`src/rtl/sb_pkg.sv`:
```
package sb_pkg;
    typedef enum logic {
        SB_IDLE  = 1'b0,
        SB_DRAIN = 1'b1
    } sb_state_e;
endpackage

```
`src/rtl/sb_ready_bits.sv`:
```
// One ready bit per physical register, with two read ports that treat
// untracked indices as ready.
module sb_ready_bits #(
    parameter int NUM_PREGS = 16,
    parameter int IDX_W     = 5
) (
    input  logic             clk,
    input  logic             rst_n,
    input  logic             set_en,
    input  logic [IDX_W-1:0] set_idx,
    input  logic             clr_en,
    input  logic [IDX_W-1:0] clr_idx,
    input  logic [IDX_W-1:0] rd0_idx,
    input  logic [IDX_W-1:0] rd1_idx,
    output logic             rd0,
    output logic             rd1
);
    logic [NUM_PREGS-1:0] rdy_q;

    always_ff @(posedge clk) begin
        if (!rst_n) begin
            rdy_q <= '0;
        end else begin
            for (int g = 0; g < NUM_PREGS; g++) begin
                if (clr_en && clr_idx == IDX_W'(g))
                    rdy_q[g] <= 1'b0;
                else if (set_en && set_idx == IDX_W'(g))
                    rdy_q[g] <= 1'b1;
            end
        end
    end

    always_comb begin
        rd0 = 1'b1;
        rd1 = 1'b1;
        for (int g = 0; g < NUM_PREGS; g++) begin
            if (rd0_idx == IDX_W'(g)) rd0 = rdy_q[g];
            if (rd1_idx == IDX_W'(g)) rd1 = rdy_q[g];
        end
    end
endmodule

```
`src/rtl/sb_waiter_table.sv`:
```
// Table of waiter records: allocation of up to two per insert, lowest-entry
// match for draining, kill by tag, release of one entry per cycle.
module sb_waiter_table #(
    parameter int NUM_WAIT = 8,
    parameter int IDX_W    = 5,
    parameter int TAG_W    = 3,
    localparam int PTR_W   = (NUM_WAIT > 1) ? $clog2(NUM_WAIT) : 1
) (
    input  logic             clk,
    input  logic             rst_n,
    input  logic             add0_en,
    input  logic             add1_en,
    input  logic [TAG_W-1:0] add_tag,
    input  logic [IDX_W-1:0] add0_reg,
    input  logic [IDX_W-1:0] add1_reg,
    input  logic             kill_en,
    input  logic [TAG_W-1:0] kill_tag,
    input  logic             rel_en,
    input  logic [PTR_W-1:0] rel_ptr,
    input  logic [IDX_W-1:0] look_reg,
    input  logic [IDX_W-1:0] chk_reg,
    output logic             hit_any,
    output logic [PTR_W-1:0] hit_ptr,
    output logic [TAG_W-1:0] hit_tag,
    output logic             hit_slot,
    output logic             chk_hit
);
    logic [NUM_WAIT-1:0] vld_q;
    logic [TAG_W-1:0]    tag_q  [NUM_WAIT];
    logic [IDX_W-1:0]    reg_q  [NUM_WAIT];
    logic [NUM_WAIT-1:0] slot_q;

    logic             free0_ok, free1_ok, b_ok;
    logic [PTR_W-1:0] free0, free1, b_ptr;

    always_comb begin
        free0_ok = 1'b0;
        free1_ok = 1'b0;
        free0    = '0;
        free1    = '0;
        for (int i = 0; i < NUM_WAIT; i++) begin
            if (!vld_q[i]) begin
                if (!free0_ok) begin
                    free0_ok = 1'b1;
                    free0    = PTR_W'(i);
                end else if (!free1_ok) begin
                    free1_ok = 1'b1;
                    free1    = PTR_W'(i);
                end
            end
        end
        b_ptr = add0_en ? free1 : free0;
        b_ok  = add0_en ? free1_ok : free0_ok;
    end

    always_comb begin
        hit_any = 1'b0;
        hit_ptr = '0;
        chk_hit = 1'b0;
        for (int i = NUM_WAIT - 1; i >= 0; i--) begin
            if (vld_q[i] && reg_q[i] == look_reg &&
                !(kill_en && tag_q[i] == kill_tag)) begin
                hit_any = 1'b1;
                hit_ptr = PTR_W'(i);
            end
            if (vld_q[i] && reg_q[i] == chk_reg)
                chk_hit = 1'b1;
        end
        hit_tag  = tag_q[hit_ptr];
        hit_slot = slot_q[hit_ptr];
    end

    always_ff @(posedge clk) begin
        if (!rst_n) begin
            vld_q  <= '0;
            slot_q <= '0;
            for (int i = 0; i < NUM_WAIT; i++) begin
                tag_q[i] <= '0;
                reg_q[i] <= '0;
            end
        end else begin
            for (int i = 0; i < NUM_WAIT; i++) begin
                if (kill_en && vld_q[i] && tag_q[i] == kill_tag)
                    vld_q[i] <= 1'b0;
                if (rel_en && rel_ptr == PTR_W'(i))
                    vld_q[i] <= 1'b0;
                if (add0_en && free0_ok && free0 == PTR_W'(i)) begin
                    vld_q[i]  <= 1'b1;
                    tag_q[i]  <= add_tag;
                    reg_q[i]  <= add0_reg;
                    slot_q[i] <= 1'b0;
                end
                if (add1_en && b_ok && b_ptr == PTR_W'(i)) begin
                    vld_q[i]  <= 1'b1;
                    tag_q[i]  <= add_tag;
                    reg_q[i]  <= add1_reg;
                    slot_q[i] <= 1'b1;
                end
            end
        end
    end
endmodule

```
`src/rtl/sb_pending_cnt.sv`:
```
// Per-tag count of source slots still waiting.
module sb_pending_cnt #(
    parameter int TAG_W = 3,
    localparam int NUM_TAGS = 1 << TAG_W
) (
    input  logic             clk,
    input  logic             rst_n,
    input  logic             set_en,
    input  logic [TAG_W-1:0] set_tag,
    input  logic [1:0]       set_val,
    input  logic             kill_en,
    input  logic [TAG_W-1:0] kill_tag,
    input  logic             dec_en,
    input  logic [TAG_W-1:0] dec_tag,
    output logic             dec_last
);
    logic [1:0] cnt_q [NUM_TAGS];

    assign dec_last = (cnt_q[dec_tag] == 2'd1);

    always_ff @(posedge clk) begin
        if (!rst_n) begin
            for (int t = 0; t < NUM_TAGS; t++) cnt_q[t] <= 2'd0;
        end else begin
            for (int t = 0; t < NUM_TAGS; t++) begin
                if (set_en && set_tag == TAG_W'(t))
                    cnt_q[t] <= set_val;
                else if (kill_en && kill_tag == TAG_W'(t))
                    cnt_q[t] <= 2'd0;
                else if (dec_en && dec_tag == TAG_W'(t) && cnt_q[t] != 2'd0)
                    cnt_q[t] <= cnt_q[t] - 2'd1;
            end
        end
    end
endmodule

```
`src/rtl/wakeup_scoreboard.sv`:
```
module wakeup_scoreboard
    import sb_pkg::*;
#(
    parameter int NUM_PREGS = 16,
    parameter int IDX_W     = 5,
    parameter int TAG_W     = 3,
    parameter int NUM_WAIT  = 8,
    localparam int PTR_W    = (NUM_WAIT > 1) ? $clog2(NUM_WAIT) : 1
) (
    input  logic             clk,
    input  logic             rst_n,
    input  logic             ins_valid_i,
    input  logic [TAG_W-1:0] ins_tag_i,
    input  logic [IDX_W-1:0] ins_src0_i,
    input  logic             ins_src0_rdy_i,
    input  logic [IDX_W-1:0] ins_src1_i,
    input  logic             ins_src1_rdy_i,
    input  logic [IDX_W-1:0] ins_dst_i,
    input  logic             cmp_valid_i,
    input  logic [IDX_W-1:0] cmp_dst_i,
    input  logic             sq_valid_i,
    input  logic [TAG_W-1:0] sq_tag_i,
    output logic             busy_o,
    output logic             wk_valid_o,
    output logic [TAG_W-1:0] wk_tag_o,
    output logic             wk_slot_o,
    output logic             wk_last_o,
    output logic             ins_rdy_o,
    output logic [TAG_W-1:0] ins_rdy_tag_o,
    output logic             err_o
);
    localparam logic [IDX_W:0] PREG_LIM = (IDX_W + 1)'(NUM_PREGS);

    sb_state_e        state_q, state_d;
    logic [IDX_W-1:0] drn_reg_q;

    logic             dst_in, cmp_in, accept, emit;
    logic             rd0, rd1, need0, need1;
    logic             hit_any, hit_slot, chk_hit, dec_last;
    logic [PTR_W-1:0] hit_ptr;
    logic [TAG_W-1:0] hit_tag;

    assign dst_in = {1'b0, ins_dst_i} < PREG_LIM;
    assign cmp_in = {1'b0, cmp_dst_i} < PREG_LIM;
    assign busy_o = (state_q == SB_DRAIN);
    assign accept = cmp_valid_i && !busy_o && cmp_in;
    assign emit   = busy_o && hit_any;
    assign need0  = ins_valid_i && !ins_src0_rdy_i && !rd0;
    assign need1  = ins_valid_i && !ins_src1_rdy_i && !rd1;

    sb_ready_bits #(.NUM_PREGS(NUM_PREGS), .IDX_W(IDX_W)) u_ready (
        .clk(clk), .rst_n(rst_n),
        .set_en(accept), .set_idx(cmp_dst_i),
        .clr_en(ins_valid_i && dst_in), .clr_idx(ins_dst_i),
        .rd0_idx(ins_src0_i), .rd1_idx(ins_src1_i),
        .rd0(rd0), .rd1(rd1)
    );

    sb_waiter_table #(.NUM_WAIT(NUM_WAIT), .IDX_W(IDX_W), .TAG_W(TAG_W)) u_table (
        .clk(clk), .rst_n(rst_n),
        .add0_en(need0), .add1_en(need1), .add_tag(ins_tag_i),
        .add0_reg(ins_src0_i), .add1_reg(ins_src1_i),
        .kill_en(sq_valid_i), .kill_tag(sq_tag_i),
        .rel_en(emit), .rel_ptr(hit_ptr),
        .look_reg(drn_reg_q), .chk_reg(ins_dst_i),
        .hit_any(hit_any), .hit_ptr(hit_ptr), .hit_tag(hit_tag),
        .hit_slot(hit_slot), .chk_hit(chk_hit)
    );

    sb_pending_cnt #(.TAG_W(TAG_W)) u_pend (
        .clk(clk), .rst_n(rst_n),
        .set_en(ins_valid_i), .set_tag(ins_tag_i),
        .set_val({1'b0, need0} + {1'b0, need1}),
        .kill_en(sq_valid_i), .kill_tag(sq_tag_i),
        .dec_en(emit), .dec_tag(hit_tag),
        .dec_last(dec_last)
    );

    // Next-state logic.
    always_comb begin
        state_d = state_q;
        unique case (state_q)
            SB_IDLE:  if (accept)   state_d = SB_DRAIN;
            SB_DRAIN: if (!hit_any) state_d = SB_IDLE;
            default:                state_d = SB_IDLE;
        endcase
    end

    // State register.
    always_ff @(posedge clk) begin
        if (!rst_n) begin
            state_q   <= SB_IDLE;
            drn_reg_q <= '0;
        end else begin
            state_q <= state_d;
            if (accept) drn_reg_q <= cmp_dst_i;
        end
    end

    // Registered outputs.
    always_ff @(posedge clk) begin
        if (!rst_n) begin
            wk_valid_o    <= 1'b0;
            wk_tag_o      <= '0;
            wk_slot_o     <= 1'b0;
            wk_last_o     <= 1'b0;
            ins_rdy_o     <= 1'b0;
            ins_rdy_tag_o <= '0;
            err_o         <= 1'b0;
        end else begin
            wk_valid_o    <= emit;
            wk_tag_o      <= hit_tag;
            wk_slot_o     <= hit_slot;
            wk_last_o     <= emit && dec_last;
            ins_rdy_o     <= ins_valid_i && !need0 && !need1;
            ins_rdy_tag_o <= ins_tag_i;
            err_o         <= ins_valid_i && dst_in && chk_hit;
        end
    end
endmodule

```
`config.mk`:
```
export PLATFORM = sky130hd
export DESIGN_NAME = wakeup_scoreboard
export DESIGN_NICKNAME = d
export VERILOG_FILES = /design/src/rtl/sb_pkg.sv /design/src/rtl/sb_ready_bits.sv /design/src/rtl/sb_waiter_table.sv /design/src/rtl/sb_pending_cnt.sv /design/src/rtl/wakeup_scoreboard.sv
export SDC_FILE = /design/constraint.sdc
export NUM_CORES = 1
export LEC_CHECK = 0
export BUFFER_PORTS_ARGS = -buffer_cell sky130_fd_sc_hd__buf_4
export CORE_ASPECT_RATIO = 1.1
export CORE_MARGIN = 4
export CORE_UTILIZATION = 50
export CTS_CLUSTER_DIAMETER = 30
export DETAILED_ROUTE_END_ITERATION = 10
export PLACE_DENSITY = 0.7
export SETUP_SLACK_MARGIN = 0.2
export SLEW_MARGIN = 10
export SYNTH_ARGS = -nofsm -noshare
export SYNTH_HDL_FRONTEND = slang
export SYNTH_SLANG_ARGS = --single-unit
```
`constraint.sdc`:
```
create_clock -name clk -period 4 [get_ports clk]
set_input_delay 0.2 -clock clk [delete_from_list [all_inputs] [get_ports clk]]
set_output_delay 0.2 -clock clk [all_outputs]
set_load 0.005 [all_outputs]
```
==> flow_summary.yaml <==
status:
  outcome: "completed"
worst_setup_path:
  cp-start-kind: "flop"
  crit_chain: "xor2_1 -> o41ai_2 -> or4_4 -> a211oi_4 -> buf_4 -> o211ai_1 -> a21oi_1 -> o32a_1 -> o21ai_1 -> or4_4 -> mux2_1 -> o21ai_1"
  critPathCaptureType: "flop"
  worst-path-stages: 12
  cp_slowest_stage_delay_ns: 0.61
  cpLargestDelayFamily: "compound AO/OA/AOI/OAI gates"
  worst-r2r-cell-count: 12
  r2r_end: "u_pend.cnt_q[6][0]$_SDFFCE_PN0P_"
  path_buf_inv: 1
  reg2reg_from: "u_table.tag_q[7][0]$_DFFE_PP_"
  cp-endpoint: "u_pend.cnt_q[6][0]$_SDFFCE_PN0P_"
  arrival_ns: 3.99
  critPathKind: "reg -> reg"
  r2r_setup_slack_ns: 0.27
  slowest_stage: "or4_4"
  path_max_fanout: 5
  crit_start: "u_table.tag_q[7][0]$_DFFE_PP_"
  crit_required_ns: 4.26
routing:
  wl_per_cell_microns: 21.22
  via_per_inst: 6.267
  drt_iter0_markers: 694
  first_pass_iters: 5
  route.vias.total: 7514
  routed_wl_microns: 25440
  post-route-drc-count: 0
  ant_nets: 0
synth:
  ys_seq_area_frac: 0.4111
  synth_area_sq_um: 8230
  avgSynthCellArea_sq_um: 9.064
  synthCells: 908
  synth_edf_count: 80
  ys.warnings.count: 0
  synthFlopType: "edfxtp_1"
  yosys.area.top_type_share: 0.2919
  synthTopCellsByArea: "edfxtp_1 29%, dfxtp_1 12%, xor2_1 7.2%"
  yosys.area.top_type: "edfxtp_1"
  ys_types: 75
  synth-seq-cells: 129
  async_flop_share: 0
global_route:
  grt_first_pass_wirelength_microns: 38290
  grt_max_degree: 61
  met3_usage: 0.05743
  grt_pass1_vias: 7187
  grt_use_met1: 0.3327
  globalRouteOverflowTotal: 0
  grt_usage: 0.2719
  antenna_found_initial: 0
  top_usage_layer: "met2"
  use_met2: 0.4495
timing:
  fmax_mhz: 268.4
  slew_headroom: 0.5308
  fin_crit_ns: 3.725
  rsz0062_at_grt: "true"
  fin_crit_sh: 0.9313
  tns_ns: 0
  drv_slew: 0
  fin_skew_ns: 0.01039
  setup_viol_count_final: 0
  hold_violations: 0
  layout_setup_ws_ns: 0.2746
  tightest_slew_ns: 0.7037
placed_design:
  post-place-ws_ns: 0.1074
  portBuffers: 44
  dp_hpwl_microns: 18100
  globalplace.congestion: 0.9129
  placed_area_sq_um: 9002
cts:
  path_clk_slew_ns: 0.06
  clkSinkCount: 129
  cts_tree: "yes"
  root_buffer: "clkbuf_16"
  worstSkewPairLatency_ns: 0.43
  cts.hold.buffers_added: 0
  h-tree-depth: 4
  numCtsBuffers: 17
  ctsLongestPathBuffers: 2
floorplan:
  io_pins: 45
  die_x_microns: 130.3
  die_area_sq_um: 18580
  dieHeight_microns: 142.6
  rows: 48
  initial_utilization: 0.5171
  core-area_sq_um: 15920
finish:
  area.growth.synth_to_final_pct: 18.93
  layout-drive-gt1-share: 0.1902
  design_area_sq_um: 9788
  nets: 1032
  antenna_cells: 0
  num-fill-cells: 1318
flow_run:
  drv_cap: 0
hold_path:
  min_path_type: "in -> reg"
  min_from: "cmp_dst_i[2]"
power:
  ir_worst_vdd_mv: 0.2655
  cellLeakagePower_uw: 0.003798
  powerDensity_nw_per_um2: 355.0
[cell families after synthesis]
kind of cell    after synthesis  synth area share
simple gates                343            0.2110
fa+ha+maj                    14           0.02098
xor+xnor                    104            0.1107
flops                       129            0.4111
mux                          21           0.03329
buf+inv                      92           0.04713
other cells                   1         0.0004556
compound gates              204            0.1654
[flip-flops by register name, indices dropped and copies added (netlist names)]
name and count:
u_table.tag_q 24, u_ready.rdy_q 16, wk_valid_o 1, err_o 1
wk_tag_o 3, wk_slot_o 1, u_table.reg_q 40, u_table.vld_q 8
ins_rdy_tag_o 3, busy_o 1, wk_last_o 1, drn_reg_q 5
u_pend.cnt_q 16, u_table.slot_q 8, ins_rdy_o 1
[layout by cell type, fill, tap and decap left out, types with 14 or more instances in the layout]
cell and instances:
nor2_1 100, buf_4 107, nor3_1 15, dfxtp_1 49, o21ai_0 35, edfxtp_1 80
nand2_1 63, xnor2_1 36, inv_1 37, nand3_1 42, a21oi_1 53, nor2b_1 17
clkbuf_16 19, o22ai_1 14, mux2i_1 15, o211ai_1 14, xor2_1 66
[routing by layer]
layer / part of all wire / routed length, microns
met1: 0.39 / 9944
met2: 0.48 / 12140
met3: 0.081 / 2059
met4: 0.051 / 1294
met5: 0 / 0
[worst min-delay path: cells and delay by family]
kind                   cells  cell delay [ns]
and+or+nand+nor            1             0.05
AOI/OAI and AO/OA          1             0.05
buffers and inverters      1             0.13
[cells in the mapped netlist, types with 11 or more instances]
cell type  instances
ha_1              13
o211ai_1          14
nand2b_1          11
o21ai_0           36
o22ai_1           14
nor2b_1           18
a21oi_1           56
edfxtp_1          80
xor2_1            68
nand3_1           43
clkbuf_1          33
inv_1             38
nor4_1            12
dfxtp_1           49
nor2_1           101
nand2_1           65
nor3_1            16
nand4_1           12
xnor2_1           36
mux2i_1           15
[report_power, final]
group | switching (uW) | internal (uW) | leakage (uW)
clock | 580 | 931 | 0.000295
combinational | 277 | 169 | 0.00229
sequential | 44.4 | 1470 | 0.00122
[layout make-up]
cell class | instances | area [sq um] | share of cell area
inverter | 38 | 142.6 | 0.01457
clock inverter | 7 | 41.29 | 0.004218
timing repair buffer | 108 | 823.3 | 0.08411
clock buffer | 25 | 538.0 | 0.05497
tap | 200 | 250.2 | 0.02557
sequential | 129 | 3383 | 0.3456
multi-input combinational | 692 | 4609 | 0.4709
[what timing repair did]
item,CTS,global route
resized for setup,6,21
pin swaps,0,12
hold endpoints to repair,0,0
endpoints found under the setup margin,8,48
setup buffers,0,10
[worst min path at each step]
| stage | cells after the start | to | slack (ns) |
|---|---|---|---|
| after floorplan | 2 | drn_reg_q[0]$_SDFFE_PN0P_ | 0.34 |
| after global placement | 2 | u_table.slot_q[7]$_SDFFE_PN0P_ | 0.44 |
| after detailed placement | 2 | u_table.slot_q[7]$_SDFFE_PN0P_ | 0.45 |
| after CTS | 3 | drn_reg_q[2]$_SDFFE_PN0P_ | 0.04 |
| after global routing | 3 | drn_reg_q[1]$_SDFFE_PN0P_ | 0.07 |
| final | 3 | drn_reg_q[2]$_SDFFE_PN0P_ | 0.05 |
[stage by stage]
step                      power [uW]  hold slack, ns  utilization  instances
after floorplan                 1806          0.3360            -        913
after global placement          1960          0.4404       0.5656       1157
after detailed placement        1967          0.4456       0.5656       1157
after CTS                       3462         0.04488       0.6031       1189
after global routing            3580         0.07433       0.6150       1199
final                           3474         0.05324       0.6150       1199
No activity file was read; power rests on OpenSTA's default activity.
